<file path="src/rtl/hdm_pkg.sv">
// Shared types for the host/DSP mailbox.
// Assumes: status layout is fixed by software that decodes it.
package hdm_pkg;
    localparam int STAT_W = 5;

    // DSP status word; first member lands in the top bit.
    typedef struct packed {
        logic [1:0] hflag;   // bits 4:3
        logic       hcp;     // bit 2
        logic       tde;     // bit 1
        logic       rdf;     // bit 0
    } dsp_stat_t;
endpackage

</file>
<file path="src/rtl/hdm_channel.sv">
// One-direction, one-word mailbox: a source holding register with an
// empty flag and a destination register with a full flag.
// Assumes: the word moves one edge after it is written, only when the
// destination is free; a flush empties the source and blocks the move.
module hdm_channel #(
    parameter int W = 24
) (
    input  logic         clk,
    input  logic         rst_n,
    input  logic         src_wr,
    input  logic [W-1:0] src_data,
    input  logic         src_flush,
    input  logic         dst_rd,
    output logic         src_empty,
    output logic         dst_full,
    output logic [W-1:0] dst_data
);
    logic [W-1:0] src_q;
    logic [W-1:0] dst_q;
    logic         empty_q;
    logic         full_q;
    logic         move;

    // Transfer condition: a held word and a free destination.
    assign move = !empty_q && !full_q && !src_flush;

    // Source holding register: flush beats write beats transfer.
    always_ff @(posedge clk) begin
        if (!rst_n) begin
            src_q   <= '0;
            empty_q <= 1'b1;
        end else if (src_flush) begin
            empty_q <= 1'b1;
        end else if (src_wr) begin
            src_q   <= src_data;
            empty_q <= 1'b0;
        end else if (move) begin
            empty_q <= 1'b1;
        end
    end

    // Destination register: arrival beats read.
    always_ff @(posedge clk) begin
        if (!rst_n) begin
            dst_q  <= '0;
            full_q <= 1'b0;
        end else if (move) begin
            dst_q  <= src_q;
            full_q <= 1'b1;
        end else if (dst_rd) begin
            full_q <= 1'b0;
        end
    end

    assign src_empty = empty_q;
    assign dst_full  = full_q;
    assign dst_data  = dst_q;

    // a held word with a free destination arrives next edge.
    p_move_r3: assert property (@(posedge clk) disable iff (!rst_n)
        (!src_empty && !dst_full && !src_flush) |=> (dst_full && dst_data == $past(src_q)));
    // a read of a full destination with nothing arriving empties it.
    p_read_r4: assert property (@(posedge clk) disable iff (!rst_n)
        (dst_rd && dst_full) |=> !dst_full);
    // a flush always leaves the source empty.
    p_flush_r6: assert property (@(posedge clk) disable iff (!rst_n)
        src_flush |=> src_empty);
endmodule

</file>
<file path="src/rtl/hdm_host_ctl.sv">
// Host control state: general-purpose flags, DMA enable bit and the
// host command with its vector.
// Assumes: cmd_ack is a one-cycle pulse; clear beats set beats ack.
module hdm_host_ctl #(
    parameter int VEC_W = 7
) (
    input  logic             clk,
    input  logic             rst_n,
    input  logic             ctl_wr,
    input  logic [1:0]       ctl_flags,
    input  logic             ctl_dma,
    input  logic             cmd_set,
    input  logic             cmd_clr,
    input  logic [VEC_W-1:0] cmd_vec_in,
    input  logic             cmd_ack,
    output logic [1:0]       flags,
    output logic             dma_bit,
    output logic             cmd_pend,
    output logic [VEC_W-1:0] cmd_vec
);
    logic [1:0]       flags_q;
    logic             dma_q;
    logic             pend_q;
    logic [VEC_W-1:0] vec_q;

    // Control write: flags and DMA bit together.
    always_ff @(posedge clk) begin
        if (!rst_n) begin
            flags_q <= '0;
            dma_q   <= 1'b0;
        end else if (ctl_wr) begin
            flags_q <= ctl_flags;
            dma_q   <= ctl_dma;
        end
    end

    // Command bit: host clear, then host set, then DSP acknowledge.
    always_ff @(posedge clk) begin
        if (!rst_n) begin
            pend_q <= 1'b0;
            vec_q  <= '0;
        end else if (cmd_clr) begin
            pend_q <= 1'b0;
        end else if (cmd_set) begin
            pend_q <= 1'b1;
            vec_q  <= cmd_vec_in;
        end else if (cmd_ack) begin
            pend_q <= 1'b0;
        end
    end

    assign flags    = flags_q;
    assign dma_bit  = dma_q;
    assign cmd_pend = pend_q;
    assign cmd_vec  = vec_q;

    // flags are stable without a control write.
    p_flags_hold_r7: assert property (@(posedge clk) disable iff (!rst_n)
        !ctl_wr |=> $stable(flags));
    // an acknowledge alone retires the command.
    p_ack_clears_r8: assert property (@(posedge clk) disable iff (!rst_n)
        (cmd_ack && !cmd_set) |=> !cmd_pend);
    // a host clear always wins.
    p_clr_wins_r8: assert property (@(posedge clk) disable iff (!rst_n)
        cmd_clr |=> !cmd_pend);
endmodule

</file>
<file path="src/rtl/hdm_req.sv">
// Routes each condition to a DMA request or an interrupt request.
// Assumes: dma_on is the already-gated effective enable.
module hdm_req #(
    parameter int N = 2
) (
    input  logic [N-1:0] cond,
    input  logic         dma_on,
    output logic [N-1:0] dma_req,
    output logic [N-1:0] irq
);
    for (genvar i = 0; i < N; i++) begin : g_route
        // One condition, one of two destinations.
        always_comb begin
            dma_req[i] = cond[i] && dma_on;
            irq[i]     = cond[i] && !dma_on;
        end
    end
endmodule

</file>
<file path="src/rtl/hostdsp_mailbox.sv">
// Top of the host/DSP mailbox: two one-word channels, host control
// state and request routing.
// Assumes: all strobes are single-cycle and synchronous to clk.
module hostdsp_mailbox #(
    parameter int DATA_W = 24,
    parameter int VEC_W  = 7
) (
    input  logic                       clk,
    input  logic                       rst_n,
    input  logic                       host_tx_wr,
    input  logic [DATA_W-1:0]          host_tx_data,
    output logic                       host_tx_empty,
    input  logic                       host_rx_rd,
    output logic [DATA_W-1:0]          host_rx_data,
    output logic                       host_rx_full,
    input  logic                       host_ctl_wr,
    input  logic [1:0]                 host_ctl_flags,
    input  logic                       host_ctl_dma,
    input  logic                       host_pin_mode,
    input  logic                       host_init,
    input  logic                       host_cmd_set,
    input  logic                       host_cmd_clr,
    input  logic [VEC_W-1:0]           host_cmd_vec,
    output logic                       host_cmd_busy,
    input  logic                       dsp_tx_wr,
    input  logic [DATA_W-1:0]          dsp_tx_data,
    input  logic                       dsp_rx_rd,
    output logic [DATA_W-1:0]          dsp_rx_data,
    output logic [hdm_pkg::STAT_W-1:0] dsp_status,
    output logic                       cmd_irq,
    output logic [VEC_W-1:0]           cmd_vector,
    input  logic                       cmd_ack,
    output logic                       tx_dma_req,
    output logic                       rx_dma_req,
    output logic                       tx_irq,
    output logic                       rx_irq,
    output logic                       dma_enabled
);
    localparam int NREQ = 2;   // index 0 transmit, 1 receive

    logic              rdf;
    logic              tde;
    logic              pend;
    logic              dma_bit;
    logic [1:0]        flags;
    logic [NREQ-1:0]   conds;
    logic [NREQ-1:0]   dreq;
    logic [NREQ-1:0]   ireq;
    hdm_pkg::dsp_stat_t stat;

    // Host to DSP direction; no flush on this side.
    hdm_channel #(.W(DATA_W)) u_h2d (
        .clk(clk), .rst_n(rst_n),
        .src_wr(host_tx_wr), .src_data(host_tx_data), .src_flush(1'b0),
        .dst_rd(dsp_rx_rd),
        .src_empty(host_tx_empty), .dst_full(rdf), .dst_data(dsp_rx_data)
    );

    // DSP to host direction; host initialize flushes the source.
    hdm_channel #(.W(DATA_W)) u_d2h (
        .clk(clk), .rst_n(rst_n),
        .src_wr(dsp_tx_wr), .src_data(dsp_tx_data), .src_flush(host_init),
        .dst_rd(host_rx_rd),
        .src_empty(tde), .dst_full(host_rx_full), .dst_data(host_rx_data)
    );

    hdm_host_ctl #(.VEC_W(VEC_W)) u_ctl (
        .clk(clk), .rst_n(rst_n),
        .ctl_wr(host_ctl_wr), .ctl_flags(host_ctl_flags), .ctl_dma(host_ctl_dma),
        .cmd_set(host_cmd_set), .cmd_clr(host_cmd_clr), .cmd_vec_in(host_cmd_vec),
        .cmd_ack(cmd_ack),
        .flags(flags), .dma_bit(dma_bit), .cmd_pend(pend), .cmd_vec(cmd_vector)
    );

    // Pin mode suppresses host DMA.
    assign dma_enabled = dma_bit && !host_pin_mode;
    assign conds       = {rdf, tde};

    hdm_req #(.N(NREQ)) u_req (
        .cond(conds), .dma_on(dma_enabled), .dma_req(dreq), .irq(ireq)
    );

    assign tx_dma_req = dreq[0];
    assign rx_dma_req = dreq[1];
    assign tx_irq     = ireq[0];
    assign rx_irq     = ireq[1];

    // Status word assembly.
    assign stat.hflag = flags;
    assign stat.hcp   = pend;
    assign stat.tde   = tde;
    assign stat.rdf   = rdf;
    assign dsp_status = stat;

    assign cmd_irq       = pend;
    assign host_cmd_busy = pend;

    // pin mode never shows an enabled DMA.
    p_pin_gate_r10: assert property (@(posedge clk) disable iff (!rst_n)
        host_pin_mode |-> !dma_enabled);
    // a condition never goes to both destinations.
    p_route_excl_r9: assert property (@(posedge clk) disable iff (!rst_n)
        !(tx_dma_req && tx_irq) && !(rx_dma_req && rx_irq));
    // initialize leaves the transmit-empty status bit set.
    p_init_tde_r6: assert property (@(posedge clk) disable iff (!rst_n)
        host_init |=> dsp_status[1]);
endmodule

</file>
<file path="config.mk">
export PLATFORM = sky130hd
export DESIGN_NAME = hostdsp_mailbox
export DESIGN_NICKNAME = d
export VERILOG_FILES = /design/src/rtl/hdm_pkg.sv /design/src/rtl/hdm_channel.sv /design/src/rtl/hdm_host_ctl.sv /design/src/rtl/hdm_req.sv /design/src/rtl/hostdsp_mailbox.sv
export SDC_FILE = /design/constraint.sdc
export NUM_CORES = 1
export LEC_CHECK = 0
export ABC_CLOCK_PERIOD_IN_PS = 2900
export BUFFER_PORTS_ARGS = -buffer_cell sky130_fd_sc_hd__buf_2
export CAP_MARGIN = 20
export CORE_MARGIN = 5
export CORE_UTILIZATION = 40
export CTS_CLUSTER_DIAMETER = 40
export DETAILED_ROUTE_END_ITERATION = 7
export PLACE_DENSITY = 0.65
export SLEW_MARGIN = 20
export SYNTH_ARGS = -nofsm -noshare
export SYNTH_HDL_FRONTEND = slang
export SYNTH_HIERARCHICAL = 1
export SYNTH_SLANG_ARGS = --single-unit
</file>
<file path="constraint.sdc">
create_clock -name clk -period 2.9 [get_ports clk]
set_input_delay 0.58 -clock clk [delete_from_list [all_inputs] [get_ports clk]]
set_output_delay 0.58 -clock clk [all_outputs]
set_load 0.005 [all_outputs]
</file>
# Word-level counts from Yosys, hierarchy flattened

Cells that the tools add are included.

Input bits: 70
Bits in registers: 111

Mux-type cells: 10
Reductions and logical operators: 24
Bitwise operators: 3

Operators with widths:

| operator            | count |
|---|---|
| 2-to-1 mux 1 bit    | 10 |
| nonzero test 2 bit  | 5 |
| logical AND 1 bit   | 8 |
| logical NOT 1 bit   | 7 |
| AND reduction 2 bit | 2 |
| OR reduction 2 bit  | 2 |
| NOT 1 bit           | 3 |

# Depth between registers and ports, before layout

Gate-level depths: netlist of run 1.

Depth after elaboration: 5
Gate-level depth with buffers: 5

# Cells and area by module

The synthesis of run 1 kept the hierarchy.

Modules (own cells, without submodules):

| module          | cells each | area each (sq um) | times used | sequential area each (sq um) |
|---|---|---|---|---|
| hdm_channel     | 221        | 1870.5            | 2          | 1001.0 |
| hdm_host_ctl    | 45         | 459.2             | 1          | 220.2 |
| hostdsp_mailbox | 6          | 47.5              | 1          | 0.0 |
| hdm_req         | 4          | 25.0              | 1          | 0.0 |

# Worst setup path after synthesis of run 1

OpenSTA, ideal clock, no wires.

Kind: input to output
Start point: input host_pin_mode
End point: output rx_dma_req
Cell stages on the path: 2
Arrival time: 0.846 ns
Path slack: 1.474 ns
Required time: 2.320 ns
Cell sequence: nor2b_4 > and2_1

Word-level cells in the longest chain between the ends: 3

RTL lines:

| element           | RTL line              | text |
|---|---|---|
| from (decl)       | hostdsp_mailbox.sv:19 | `input logic host_pin_mode,` |
| logical NOT 1 bit | hostdsp_mailbox.sv:76 | `assign dma_enabled = dma_bit && !host_pin_mode;` |
| logical AND 1 bit | hostdsp_mailbox.sv:76 |  |
| logical AND 1 bit | hdm_req.sv:14         | `dma_req[i] = cond[i] && dma_on;` |
| to (decl)         | hostdsp_mailbox.sv:34 | `output logic rx_dma_req,` |

Every way passes these cells.

# Worst setup path in the final report of run 1

Start point: register u_ctl.dma_q, in the netlist u_ctl/dma_bit
End point: output rx_dma_req

Word-level cells in the longest chain between the ends: 2

RTL lines:

| element                | RTL line              | text |
|---|---|---|
| from (decl)            | hdm_host_ctl.sv:22    | `logic dma_q;` |
| from (signal assigned) | hdm_host_ctl.sv:33    | `dma_q <= ctl_dma;` |
| logical AND 1 bit      | hostdsp_mailbox.sv:76 |  |
| logical AND 1 bit      | hdm_req.sv:14         |  |

Every way passes these cells.

==> report_table.html, run 1 <==
<table>
<tr><th>Metric</th><th>Value</th></tr>
<tr><th colspan="2">Run status</th></tr>
<tr><td>Result of the run</td><td>completed</td></tr>
<tr><th colspan="2">CTS</th></tr>
<tr><td>Sink Count</td><td>111</td></tr>
<tr><td>Maximum clock path buffer count</td><td>2</td></tr>
<tr><td>Post-CTS Hold Buffers</td><td>0</td></tr>
<tr><td>Number of H-tree levels</td><td>3</td></tr>
<tr><td>Number of buffers created by CTS</td><td>9</td></tr>
<tr><td>Latest clock arrival within the worst-skew pair</td><td>0.37 ns</td></tr>
<tr><td>Setup fix buffers added after clock tree synthesis</td><td>0</td></tr>
<tr><td>Clk slew on worst S/H paths</td><td>0.11 ns</td></tr>
<tr><td>CTS tree</td><td>done</td></tr>
<tr><td>Buffer cell driving the clock tree root</td><td>clkbuf_8</td></tr>
<tr><td>Total of cells resized after clock tree synthesis</td><td>0</td></tr>
<tr><th colspan="2">Floorplanning</th></tr>
<tr><td>Number of placed I/O pins</td><td>139</td></tr>
<tr><td>Die area</td><td>12800 sq um</td></tr>
<tr><td>Horizontal extent of the die</td><td>113 microns</td></tr>
<tr><td>Site row count</td><td>37</td></tr>
<tr><td>Initial core utilization</td><td>41.2%</td></tr>
<tr><td>Core area</td><td>10400 sq um</td></tr>
<tr><td>Chip Height</td><td>113 microns</td></tr>
<tr><th colspan="2">Critical path</th></tr>
<tr><td>Critical Path Slowest Stage Cell</td><td>dfxtp_1</td></tr>
<tr><td>Worst-path cell chain</td><td>nor2b_4, and2_1, buf_2</td></tr>
<tr><td>Crit Path Max Fanout</td><td>5</td></tr>
<tr><td>Setup slack of the worst register-to-register path</td><td>1.53 ns</td></tr>
<tr><td>CP Capture Type</td><td>primary output</td></tr>
<tr><td>Max stage delay on crit path</td><td>0.34 ns</td></tr>
<tr><td>Reg-to-reg startpoint</td><td>u_h2d/dst_full$_SDFFE_PN0P_</td></tr>
<tr><td>Startpoint type of the worst setup path</td><td>flop</td></tr>
<tr><td>Setup CP Type</td><td>reg2out</td></tr>
<tr><td>Worst setup path start</td><td>u_ctl/dma_bit$_SDFFE_PN0P_</td></tr>
<tr><td>CP Data Arrival Time</td><td>1.17 ns</td></tr>
<tr><td>Required time of the worst setup path</td><td>2.32 ns</td></tr>
<tr><th colspan="2">Detailed routing</th></tr>
<tr><td>Iteration-0 DRC count of the detailed router</td><td>216</td></tr>
<tr><td>Wire length per cell after detailed routing</td><td>12.8 microns</td></tr>
<tr><td>Number of iterations in the first detailed-routing pass</td><td>4</td></tr>
<tr><td>Total number of vias</td><td>3578</td></tr>
<tr><td>DR vias/cell</td><td>4.75</td></tr>
<tr><td>Residual antenna-violating net count after detailed routing</td><td>0</td></tr>
<tr><td>DRC violations left</td><td>0</td></tr>
<tr><td>WL final</td><td>9.64 mm</td></tr>
<tr><th colspan="2">Layout</th></tr>
<tr><td>Post-route cell area</td><td>5140 sq um</td></tr>
<tr><td># fillers</td><td>1033</td></tr>
<tr><td>Fraction of final layout cells sized beyond drive strength 1</td><td>27.4%</td></tr>
<tr><td>P&amp;R area growth vs syn</td><td>20.3%</td></tr>
<tr><td>Count of inserted antenna diode cells</td><td>0</td></tr>
<tr><td>Post-layout nets</td><td>682</td></tr>
<tr><th colspan="2">Synthesis</th></tr>
<tr><td>Top area cells in the synthesized netlist</td><td>dfxtp_1 52%, nand2_1 14%, a21boi_1 7.0%</td></tr>
<tr><td>Leading register cell type out of synthesis</td><td>dfxtp_1</td></tr>
<tr><td>Leading area contributor after synthesis</td><td>dfxtp_1</td></tr>
<tr><td>Share of synthesized registers carrying an async set or reset</td><td>0%</td></tr>
<tr><td>#FFs+latches synth</td><td>111</td></tr>
<tr><td>Synth warnings</td><td>6</td></tr>
<tr><td>Distinct cell type count of the synthesized netlist</td><td>23</td></tr>
<tr><td>Fraction of the yosys area taken by sequential cells</td><td>52.0%</td></tr>
<tr><td>Mean Syn Cell Area</td><td>8.60 sq um</td></tr>
<tr><td>EDFF count, synth</td><td>0</td></tr>
<tr><td>Syn Inst Count</td><td>497</td></tr>
<tr><td>Synthesized area</td><td>4270 sq um</td></tr>
<tr><td>Synth top area share</td><td>52.0%</td></tr>
<tr><th colspan="2">STA</th></tr>
<tr><td>Shortest clock period the worst path allows after layout</td><td>1.75 ns</td></tr>
<tr><td>Unrepaired setup endpoints after global routing</td><td>no</td></tr>
<tr><td>Max Clk Rate</td><td>571 MHz</td></tr>
<tr><td>Slew Limit Fails</td><td>0</td></tr>
<tr><td>Headroom to the max-slew limit</td><td>33.5%</td></tr>
<tr><td>Hold Violations, Final</td><td>0</td></tr>
<tr><td>Least setup slack across all paths after layout</td><td>1.15 ns</td></tr>
<tr><td>Period utilization</td><td>60.4%</td></tr>
<tr><td>Worst Skew</td><td>0.0142 ns</td></tr>
<tr><td>Setup Total Neg Slack</td><td>0 ns</td></tr>
<tr><td>Least-Margin Pin Slew</td><td>0.998 ns</td></tr>
<tr><td>Final setup violating endpoints</td><td>0</td></tr>
<tr><td>Hold Worst Slack</td><td>0.433 ns</td></tr>
<tr><th colspan="2">Place</th></tr>
<tr><td>Cell area after placement</td><td>4910 sq um</td></tr>
<tr><td>Number of buffers inserted by port buffering</td><td>138</td></tr>
<tr><td>Routability Congestion</td><td>0.722</td></tr>
<tr><td>Worst slack after detailed placement</td><td>1.05 ns</td></tr>
<tr><td>Hpwl dp</td><td>6.79 mm</td></tr>
<tr><th colspan="2">Hold path</th></tr>
<tr><td>Class of the most critical hold timing path</td><td>in2reg</td></tr>
<tr><td>Startpoint of the worst hold path</td><td>host_tx_data[7]</td></tr>
<tr><th colspan="2">Pwr</th></tr>
<tr><td>Internal power contribution</td><td>2190 uW</td></tr>
<tr><td>Sequential cell fraction of total power</td><td>55.9%</td></tr>
<tr><td>Peak ir drop on the vdd network</td><td>0.272 mV</td></tr>
<tr><td>Standby leakage power</td><td>0.00223 uW</td></tr>
<tr><td>Fraction of power consumed by the clock network</td><td>36.5%</td></tr>
<tr><td>Net switching power of the design</td><td>659 uW</td></tr>
<tr><td>Combinational share of power</td><td>7.5%</td></tr>
<tr><td>Sw Share</td><td>23.2%</td></tr>
<tr><td>Pwr per Cell Area</td><td>553 nW/um^2</td></tr>
<tr><th colspan="2">GRT</th></tr>
<tr><td>Sum of overflow across all layers after global routing</td><td>0</td></tr>
<tr><td>Via count of the first global-routing pass</td><td>3322</td></tr>
<tr><td>Total routing usage reported by global routing</td><td>14.8%</td></tr>
<tr><td>Wire length of the first global-routing pass</td><td>15.7 mm</td></tr>
<tr><td>Number of antenna violations at the first check in global routing</td><td>0</td></tr>
<tr><td>Maximum number of pins on one net before global-route repair</td><td>50</td></tr>
<tr><th colspan="2">Flow run</th></tr>
<tr><td># Max-Cap Violations</td><td>0</td></tr>
</table>
[metal layers]
layer	up-vias	routed length (microns)	GRT usage [%]
li1	1846	-	-
met1	1606	4370	19.6
met2	112	4390	23.5
met3	14	697	3.26
met4	0	179	5.77
met5	-	0	0
[final timing paths]
| path | to | cells after the start |
|---|---|---|
| min reg2reg | u_d2h/src_q[16]$_SDFFE_PN0P_ | 2 |
| max reg2reg | u_h2d/dst_data[20]$_SDFFE_PN0P_ | 3 |
| max | rx_dma_req | 3 |
| min | u_h2d/src_q[7]$_SDFFE_PN0P_ | 3 |
[layout make-up]
cell class	instances	area (sq um)	area share (%)
clock buffers	11	141	2.75
clock inverters	5	88.8	1.73
inverters	3	11.3	0.219
multi-input cells	341	1750	34.1
flip-flops and latches	111	2220	43.2
well taps	136	170	3.31
repair buffers	146	753	14.7
[power by group through the flow]
stage	Combinational [uW]	Clock (uW)	Sequential, uW
floorplan	141	0	1620
CTS	217	1070	1590
global route	240	1130	1600
detailed placement	216	0	1630
finish	214	1040	1590
global placement	212	0	1630
[sequential cells by signal, summed over array words and instances (netlist names)]
name and count:
u_ctl/cmd_pend 1, u_ctl/cmd_vec 7, u_ctl/dma_bit 1, u_ctl/flags 2, u_d2h/dst_data 24, u_d2h/dst_full 1
u_d2h/src_empty 1, u_d2h/src_q 24, u_h2d/dst_data 24, u_h2d/dst_full 1, u_h2d/src_empty 1, u_h2d/src_q 24
[kinds of logic after synthesis]
| family | Yosys count | share of synthesized area [%] |
|---|---|---|
| mux | 10 | 2.34 |
| buf+inv | 48 | 7.32 |
| simple gates | 226 | 23.4 |
| flops | 111 | 52.0 |
| compound gates | 101 | 14.9 |
| other cells | 1 | 0.0878 |
[layout by cell type (no fill, tap or decap), drive strengths merged]
cell type and n:
clkbuf 11, a21oi 2, nand2b 2, nor3 2, inv 5, bufinv 2, buf 146, mux2i 10
nand2 158, o211a 1, nor2b 12, dfxtp 111, or3b 2, nand3 48, o21a 2, a21boi 48
and2 2, o21ai 48, clkinv 1, conb 4
[through the flow]
step                      std cells  util, %  total power, uW
after global placement          737     47.4             1840
after floorplan                 500        -             1760
after detailed placement        737     47.4             1840
after global routing            753     49.6             2970
final                           753     49.6             2840
after CTS                       753     49.6             2880
[critical path, delay by kind of cell, from the launching register on]
family        cells  cell delay (ns)
buf+inv           1             0.11
flops             1             0.34
simple gates      2             0.35
[cells in the mapped netlist (3+ instances only)]
cell type / n
nand2_1: 158
dfxtp_1: 111
nand3_1: 48
o21ai_0: 48
a21boi_1: 40
buf_2: 18
buf_6: 11
mux2i_1: 10
nor2b_1: 10
a21boi_0: 8
buf_4: 6
clkbuf_1: 6
clkbuf_2: 4
inv_1: 3
(Power assumes the default switching activity.)
==> inputs of run 2 (changes only) <==
Settings changed: ABC_CLOCK_PERIOD_IN_PS 2900 to 1700.
Clock period 2.9 ns to 1.7 ns, I/O delays scaled along.
==> run 2 against run 1 <==
Effect of this change: critical path depth stayed put; worst setup slack worse by 0.97 ns; first-iteration DRC count is 6.0% lower; sequential share of layout area is 0.063 points lower; flip-flop and latch count did not move; register-to-register slack lost 1.1 ns; non-clock buffer count is 4 higher; total power rose by 60%; count of clock-buffer cells in the layout shrank 1; combinational power increased by 75%; critical endpoint unchanged.
==> report_table.html, run 2 (synthesis gave the netlist of run 1 again) <==
<table>
<tr><th>Metric</th><th>Value</th></tr>
<tr><th colspan="2">Critical path</th></tr>
<tr><td>Logic depth of the worst setup path including buffers</td><td>3 (unchanged)</td></tr>
<tr><td>Max stage delay on crit path</td><td>0.36 ns (+0.02 ns)</td></tr>
<tr><td>CP Data Arrival Time</td><td>1.18 ns (about the same)</td></tr>
<tr><td>Crit path buf inv count</td><td>1 (unchanged)</td></tr>
<tr><td>Kind of cell adding the most delay to the critical path</td><td>flip-flops</td></tr>
<tr><td>CP Capture Type</td><td>primary output</td></tr>
<tr><td>Worst-path cell chain</td><td>nor2b_4, and2_1, buf_2</td></tr>
<tr><td>Endpoint of the most critical setup path</td><td>rx_dma_req</td></tr>
<tr><td>Capture instance of the worst register-to-register path</td><td>u_h2d/dst_data[16]$_SDFFE_PN0P_</td></tr>
<tr><td>Startpoint type of the worst setup path</td><td>flop</td></tr>
<tr><td>Required time of the worst setup path</td><td>1.36 ns (-0.96 ns)</td></tr>
<tr><td>R2r worst-path depth</td><td>4 (+1)</td></tr>
<tr><td>Crit Path Max Fanout</td><td>5 (unchanged)</td></tr>
<tr><td>Reg-to-reg startpoint</td><td>u_h2d/dst_full$_SDFFE_PN0P_</td></tr>
<tr><td>Critical Path Slowest Stage Cell</td><td>dfxtp_1</td></tr>
<tr><td>Setup CP Type</td><td>reg2out</td></tr>
<tr><td>Setup slack of the worst register-to-register path</td><td>0.46 ns (-1.07 ns)</td></tr>
<tr><td>Worst setup path start</td><td>u_ctl/dma_bit$_SDFFE_PN0P_</td></tr>
<tr><th colspan="2">CTS</th></tr>
<tr><td>Total of cells resized after clock tree synthesis</td><td>0 (unchanged)</td></tr>
<tr><td>Number of buffers created by CTS</td><td>9 (unchanged)</td></tr>
<tr><td>Sink Count</td><td>111 (unchanged)</td></tr>
<tr><td>Post-CTS Hold Buffers</td><td>0 (unchanged)</td></tr>
<tr><td>Buffer cell driving the clock tree root</td><td>clkbuf_8</td></tr>
<tr><td>Number of H-tree levels</td><td>3 (unchanged)</td></tr>
<tr><td>Setup fix buffers added after clock tree synthesis</td><td>0 (unchanged)</td></tr>
<tr><td>Maximum clock path buffer count</td><td>2 (unchanged)</td></tr>
<tr><td>Clk slew on worst S/H paths</td><td>0.10 ns (about the same)</td></tr>
<tr><td>CTS tree</td><td>done</td></tr>
<tr><td>Latest clock arrival within the worst-skew pair</td><td>0.37 ns (about the same)</td></tr>
<tr><th colspan="2">Pwr</th></tr>
<tr><td>Internal power contribution</td><td>3430 uW (+57%)</td></tr>
<tr><td>Overall power</td><td>4550 uW (+60%)</td></tr>
<tr><td>Sw Share</td><td>24.7% (+1.5 points)</td></tr>
<tr><td>Fraction of power consumed by the clock network</td><td>32.1% (-4.4 points)</td></tr>
<tr><td>Standby leakage power</td><td>0.00223 uW (+0.31%)</td></tr>
<tr><td>Net switching power of the design</td><td>1120 uW (+71%)</td></tr>
<tr><td>Combinational share of power</td><td>8.2% (+0.7 points)</td></tr>
<tr><td>Sequential cell fraction of total power</td><td>59.6% (+3.7 points)</td></tr>
<tr><td>Pwr per Cell Area</td><td>884 nW/um^2 (+60%)</td></tr>
<tr><td>Peak ir drop on the vdd network</td><td>0.415 mV (+53%)</td></tr>
<tr><th colspan="2">GRT</th></tr>
<tr><td>Total routing usage reported by global routing</td><td>15.4% (+0.62 points)</td></tr>
<tr><td>Number of antenna violations at the first check in global routing</td><td>0 (unchanged)</td></tr>
<tr><td>Maximum number of pins on one net before global-route repair</td><td>74 (+48%)</td></tr>
<tr><td>Wire length of the first global-routing pass</td><td>16.0 mm (+2.2%)</td></tr>
<tr><td>Via count of the first global-routing pass</td><td>3409 (+2.6%)</td></tr>
<tr><td>Sum of overflow across all layers after global routing</td><td>0 (unchanged)</td></tr>
<tr><th colspan="2">STA</th></tr>
<tr><td>Final setup violating endpoints</td><td>0 (unchanged)</td></tr>
<tr><td>Period utilization</td><td>89.7%</td></tr>
<tr><td>Unrepaired setup endpoints after global routing</td><td>no</td></tr>
<tr><td>Max Clk Rate</td><td>656 MHz</td></tr>
<tr><td>Worst Skew</td><td>0.00911 ns (-0.00504 ns)</td></tr>
<tr><td>Hold Violations, Final</td><td>0 (unchanged)</td></tr>
<tr><td>Slew Limit Fails</td><td>0 (unchanged)</td></tr>
<tr><td>Shortest clock period the worst path allows after layout</td><td>1.52 ns</td></tr>
<tr><td>Setup Total Neg Slack</td><td>0 ns (unchanged)</td></tr>
<tr><th colspan="2">Floorplanning</th></tr>
<tr><td>Die area</td><td>12800 sq um (unchanged)</td></tr>
<tr><td>Initial core utilization</td><td>41.2% (unchanged)</td></tr>
<tr><td>Chip Height</td><td>113 microns (unchanged)</td></tr>
<tr><td>Horizontal extent of the die</td><td>113 microns (unchanged)</td></tr>
<tr><td>Core area</td><td>10400 sq um (unchanged)</td></tr>
<tr><td>Number of placed I/O pins</td><td>139 (unchanged)</td></tr>
<tr><td>Site row count</td><td>37 (unchanged)</td></tr>
<tr><th colspan="2">Layout</th></tr>
<tr><td>Fraction of final layout cells sized beyond drive strength 1</td><td>28.0% (+0.63 points)</td></tr>
<tr><td>Post-layout nets</td><td>686 (+0.59%)</td></tr>
<tr><td>Count of inserted antenna diode cells</td><td>0 (unchanged)</td></tr>
<tr><td>Highest-count cells in the layout ignoring fill and taps</td><td>158 x nand2_1, 137 x buf_2, 111 x dfxtp_1, 48 x nand3_1, 48 x o21ai_0</td></tr>
<tr><td>Final cell utilization of the core</td><td>49.7% (+0.072 points)</td></tr>
<tr><td>Multi-input gate area</td><td>1750 sq um (unchanged)</td></tr>
<tr><td>P&amp;R area growth vs syn</td><td>20.5%</td></tr>
<tr><td># fillers</td><td>1030 (-0.29%)</td></tr>
<tr><td>Most frequent standard cell in the layout excluding fill and tap cells</td><td>nand2_1</td></tr>
<tr><td>Area used by sequential logic in the layout</td><td>2220 sq um (unchanged)</td></tr>
<tr><th colspan="2">Detailed routing</th></tr>
<tr><td>DRC violations left</td><td>0 (unchanged)</td></tr>
<tr><td>Iteration-0 DRC count of the detailed router</td><td>203 (-6.0%)</td></tr>
<tr><td>Wire length per cell after detailed routing</td><td>12.9 microns (+0.41%)</td></tr>
<tr><td>WL final</td><td>9.73 mm (+0.94%)</td></tr>
<tr><td>DR vias/cell</td><td>4.73 (-0.44%)</td></tr>
<tr><td>Number of iterations in the first detailed-routing pass</td><td>4 (unchanged)</td></tr>
<tr><td>Total number of vias</td><td>3581 (+0.084%)</td></tr>
<tr><td>Residual antenna-violating net count after detailed routing</td><td>0 (unchanged)</td></tr>
<tr><th colspan="2">Flow run</th></tr>
<tr><td># Max-Cap Violations</td><td>0 (unchanged)</td></tr>
<tr><th colspan="2">Place</th></tr>
<tr><td>Number of buffers inserted by port buffering</td><td>138 (unchanged)</td></tr>
<tr><td>Hpwl dp</td><td>6.98 mm (+2.8%)</td></tr>
<tr><td>Routability Congestion</td><td>0.769 (+6.5%)</td></tr>
<tr><th colspan="2">Run status</th></tr>
<tr><td>Result of the run</td><td>completed</td></tr>
<tr><th colspan="2">Hold path</th></tr>
<tr><td>Startpoint of the worst hold path</td><td>dsp_tx_data[7]</td></tr>
<tr><td>Class of the most critical hold timing path</td><td>in2reg</td></tr>
</table>
[run 2: final cells by class]
type | count | share of cell area, %
clock buffers | 10 | 2.67
well taps | 136 | 3.30
repair buffers | 150 | 15.7
inverters | 3 | 0.219
multi-input cells | 341 | 34.1
flip-flops and latches | 111 | 43.2
clock inverters | 6 | 0.875
[run 2: through the flow]
step / instance area (sq um) / cells / setup WS, ns / hold slack, ns
2_1_floorplan: 4280 / 500 / 0.656 / 0.435
3_3_place_gp: 4970 / 741 / 0.485 / 0.440
3_5_place_dp: 4970 / 741 / 0.475 / 0.446
4_1_cts: 5150 / 757 / 0.126 / 0.165
5_1_grt: 5150 / 757 / 0.0620 / 0.165
6_report: 5150 / 757 / 0.176 / 0.194
[run 2: worst min-delay path by stage]
stage	to	slack, ns	cells after the start
final	u_d2h/src_q[7]$_SDFFE_PN0P_	0.19	3
after global routing	u_d2h/src_q[7]$_SDFFE_PN0P_	0.17	3
after CTS	u_d2h/src_q[7]$_SDFFE_PN0P_	0.17	3
after detailed placement	u_d2h/src_q[9]$_SDFFE_PN0P_	0.45	2
after global placement	u_h2d/dst_data[12]$_SDFFE_PN0P_	0.44	2
after floorplan	u_d2h/src_q[0]$_SDFFE_PN0P_	0.44	2
[run 2: power groups by stage]
stage / Clock (uW) / Sequential, uW / Combinational, uW
3_5_place_dp: 0 / 2770 / 380
4_1_cts: 1550 / 2720 / 381
2_1_floorplan: 0 / 2770 / 240
5_1_grt: 1650 / 2730 / 424
3_3_place_gp: 0 / 2770 / 372
6_report: 1460 / 2710 / 375
[run 2: layer usage]
metal	global-route usage [%]	vias up	wire length [microns]
met3	4.39	13	677
met2	24.7	97	4580
met1	19.3	1616	4300
li1	-	1855	-
met5	0	-	0
met4	6.97	0	167
[run 2: tightest hold or removal path: stages]
cell and delay (ns):
buf_2 0.09, nand2_1 0.04, a21boi_1 0.05
==> inputs of run 3 (changes only) <==
Settings changed: CORE_ASPECT_RATIO set to 0.8.
==> run 3 against run 2 <==
Effect of this change: utilization rose by 1.3 points; flip-flop and latch count did not move; clock skew fell by 0.0045 ns; count of clock-buffer cells in the layout did not move; cell area rose by 2.6%; fmax rose by 4.2%; critical path depth fell by 1.
==> report_table.html, run 3 (synthesis gave the netlist of run 1 again) <==
<table>
<tr><th>Metric</th><th>Value</th></tr>
<tr><th colspan="2">GRT</th></tr>
<tr><td>Total routing usage reported by global routing</td><td>15.2% (-0.25 points)</td></tr>
<tr><td>Number of antenna violations at the first check in global routing</td><td>1 (+1)</td></tr>
<tr><td>Sum of overflow across all layers after global routing</td><td>0 (unchanged)</td></tr>
<tr><td>Via count of the first global-routing pass</td><td>3289 (-3.5%)</td></tr>
<tr><td>Wire length of the first global-routing pass</td><td>16.0 mm (+0.17%)</td></tr>
<tr><td>Maximum number of pins on one net before global-route repair</td><td>69 (-6.8%)</td></tr>
<tr><th colspan="2">Floorplanning</th></tr>
<tr><td>Chip Height</td><td>102 microns (-9.6%)</td></tr>
<tr><td>Number of placed I/O pins</td><td>139 (unchanged)</td></tr>
<tr><td>Initial core utilization</td><td>41.2% (about the same)</td></tr>
<tr><td>Core area</td><td>10400 sq um (about the same)</td></tr>
<tr><td>Die area</td><td>12900 sq um (about the same)</td></tr>
<tr><td>Horizontal extent of the die</td><td>126 microns (+11%)</td></tr>
<tr><td>Site row count</td><td>33 (-11%)</td></tr>
<tr><th colspan="2">Layout</th></tr>
<tr><td>P&amp;R area growth vs syn</td><td>23.6%</td></tr>
<tr><td>Count of inserted antenna diode cells</td><td>0 (unchanged)</td></tr>
<tr><td>Area used by sequential logic in the layout</td><td>2220 sq um (unchanged)</td></tr>
<tr><td>Most frequent standard cell in the layout excluding fill and tap cells</td><td>nand2_1</td></tr>
<tr><td>Multi-input gate area</td><td>1750 sq um (unchanged)</td></tr>
<tr><td>Post-layout nets</td><td>684 (-0.29%)</td></tr>
<tr><td># fillers</td><td>1013 (-1.7%)</td></tr>
<tr><td>Highest-count cells in the layout ignoring fill and taps</td><td>158 x nand2_1, 137 x buf_2, 111 x dfxtp_1, 48 x nand3_1, 48 x o21ai_0</td></tr>
<tr><td>Fraction of final layout cells sized beyond drive strength 1</td><td>27.8% (-0.23 points)</td></tr>
<tr><td>Post-route cell area</td><td>5280 sq um (+2.6%)</td></tr>
<tr><th colspan="2">Pwr</th></tr>
<tr><td>Net switching power of the design</td><td>1150 uW (+2.5%)</td></tr>
<tr><td>Standby leakage power</td><td>0.00228 uW (+2.0%)</td></tr>
<tr><td>Internal power contribution</td><td>4030 uW (+17%)</td></tr>
<tr><td>Peak ir drop on the vdd network</td><td>0.542 mV (+31%)</td></tr>
<tr><td>Sequential cell fraction of total power</td><td>52.5% (-7.1 points)</td></tr>
<tr><td>Sw Share</td><td>22.2% (-2.4 points)</td></tr>
<tr><td>Combinational share of power</td><td>7.3% (-0.9 points)</td></tr>
<tr><td>Fraction of power consumed by the clock network</td><td>40.2% (+8.1 points)</td></tr>
<tr><td>Pwr per Cell Area</td><td>980 nW/um^2 (+11%)</td></tr>
<tr><th colspan="2">CTS</th></tr>
<tr><td>Setup fix buffers added after clock tree synthesis</td><td>0 (unchanged)</td></tr>
<tr><td>Number of buffers created by CTS</td><td>9 (unchanged)</td></tr>
<tr><td>Latest clock arrival within the worst-skew pair</td><td>0.34 ns (-0.03 ns)</td></tr>
<tr><td>CTS tree</td><td>done</td></tr>
<tr><td>Post-CTS Hold Buffers</td><td>0 (unchanged)</td></tr>
<tr><td>Total of cells resized after clock tree synthesis</td><td>0 (unchanged)</td></tr>
<tr><td>Maximum clock path buffer count</td><td>2 (unchanged)</td></tr>
<tr><td>Sink Count</td><td>111 (unchanged)</td></tr>
<tr><td>Buffer cell driving the clock tree root</td><td>clkbuf_16</td></tr>
<tr><td>Clk slew on worst S/H paths</td><td>0.07 ns (-0.03 ns)</td></tr>
<tr><td>Number of H-tree levels</td><td>3 (unchanged)</td></tr>
<tr><th colspan="2">STA</th></tr>
<tr><td>Final setup violating endpoints</td><td>0 (unchanged)</td></tr>
<tr><td>Hold Worst Slack</td><td>0.227 ns (+0.0326 ns)</td></tr>
<tr><td>Unrepaired setup endpoints after global routing</td><td>no</td></tr>
<tr><td>Worst Skew</td><td>0.00462 ns (-0.00449 ns)</td></tr>
<tr><td>Max Clk Rate</td><td>683 MHz (+4.2%)</td></tr>
<tr><td>Hold Violations, Final</td><td>0 (unchanged)</td></tr>
<tr><td>Slew Limit Fails</td><td>0 (unchanged)</td></tr>
<tr><td>Setup Total Neg Slack</td><td>0 ns (unchanged)</td></tr>
<tr><td>Shortest clock period the worst path allows after layout</td><td>1.46 ns (-0.0608 ns)</td></tr>
<tr><td>Period utilization</td><td>86.1% (-3.6 points)</td></tr>
<tr><th colspan="2">Detailed routing</th></tr>
<tr><td>DRC violations left</td><td>0 (unchanged)</td></tr>
<tr><td>WL final</td><td>9.68 mm (-0.48%)</td></tr>
<tr><td>Number of iterations in the first detailed-routing pass</td><td>4 (unchanged)</td></tr>
<tr><td>Iteration-0 DRC count of the detailed router</td><td>185 (-8.9%)</td></tr>
<tr><td>Wire length per cell after detailed routing</td><td>12.8 microns (-0.75%)</td></tr>
<tr><td>Residual antenna-violating net count after detailed routing</td><td>0 (unchanged)</td></tr>
<tr><td>Total number of vias</td><td>3605 (+0.67%)</td></tr>
<tr><td>DR vias/cell</td><td>4.75 (+0.40%)</td></tr>
<tr><th colspan="2">Critical path</th></tr>
<tr><td>Required time of the worst setup path</td><td>1.36 ns (about the same)</td></tr>
<tr><td>Crit Path Max Fanout</td><td>6 (+1)</td></tr>
<tr><td>CP Data Arrival Time</td><td>1.12 ns (-0.06 ns)</td></tr>
<tr><td>Startpoint type of the worst setup path</td><td>flop</td></tr>
<tr><td>R2r worst-path depth</td><td>2 (-2)</td></tr>
<tr><td>Setup CP Type</td><td>reg2out</td></tr>
<tr><td>CP Capture Type</td><td>primary output</td></tr>
<tr><th colspan="2">Run status</th></tr>
<tr><td>Result of the run</td><td>completed</td></tr>
<tr><th colspan="2">Place</th></tr>
<tr><td>Number of buffers inserted by port buffering</td><td>138 (unchanged)</td></tr>
<tr><td>Routability Congestion</td><td>0.742 (-3.4%)</td></tr>
<tr><td>Hpwl dp</td><td>6.75 mm (-3.2%)</td></tr>
<tr><td>Cell area after placement</td><td>4980 sq um (+0.30%)</td></tr>
<tr><th colspan="2">Flow run</th></tr>
<tr><td># Max-Cap Violations</td><td>0 (unchanged)</td></tr>
<tr><th colspan="2">Hold path</th></tr>
<tr><td>Class of the most critical hold timing path</td><td>in2reg</td></tr>
<tr><td>Hold Path Depth</td><td>3 (unchanged)</td></tr>
</table>
[run 3: changes by cell type in the layout (fill, tap and decap cells not counted), moves of 2 or more]
cell        previous run  this run
clkbuf_16              0         9
clkbuf_8              10         1
buf_4                 11         7
clkinv_4               3         0
buf_12                 2         4
clkinvlp_4             0         2
[run 3: critical path, stage by stage (launching register included)]
cell	delay, ns
dfxtp_1	0.50
nor2b_1	0.17
buf_2	0.11
[run 3: path summary, 6_finish.rpt]
kind / startpoint / slack [ns] / to
max reg2reg: u_h2d/dst_full$_SDFFE_PN0P_ / 0.51 / u_h2d/src_empty$_SDFFE_PP1P_
min reg2reg: u_h2d/dst_data[17]$_SDFFE_PN0P_ / 0.45 / u_h2d/dst_data[17]$_SDFFE_PN0P_
min: dsp_tx_data[21] / 0.23 / u_d2h/src_q[21]$_SDFFE_PN0P_
max: u_h2d/dst_full$_SDFFE_PN0P_ / 0.24 / rx_irq
[run 3: final cells by class]
class	instances	area share, %
Sequential cell	111	42.1
Multi-Input combinational cell	341	33.2
Timing Repair Buffer	148	15.5
Clock buffer	10	4.53
Tap cell	140	3.32
Clock inverter	6	1.14
Inverter	3	0.213
[run 3: stage by stage]
stage / setup slack (ns) / instances / total power, uW / util [%]
detailed placement: 0.461 / 743 / 3160 / 48.1
CTS: 0.197 / 759 / 5250 / 50.9
global route: 0.148 / 759 / 5400 / 50.9
floorplan: 0.656 / 500 / 3010 / -
global placement: 0.524 / 743 / 3150 / 48.1
finish: 0.237 / 759 / 5180 / 50.9
[run 3: layer usage]
metal / share of wire, % / GRT usage [%] / up-vias
met5: 0.13 / 0 / -
met3: 6.8 / 5.38 / 13
li1: - / - / 1849
met4: 1.1 / 4.50 / 2
met1: 46 / 20.3 / 1654
met2: 46 / 23.2 / 87
[run 3: power by group through the flow]
stage                     Combinational, uW  Clock (uW)  Sequential [uW]
final                                   379        2080             2720
after global routing                    426        2250             2720
after detailed placement                383           0             2780
after CTS                               385        2150             2720
after global placement                  377           0             2770
after floorplan                         240           0             2770
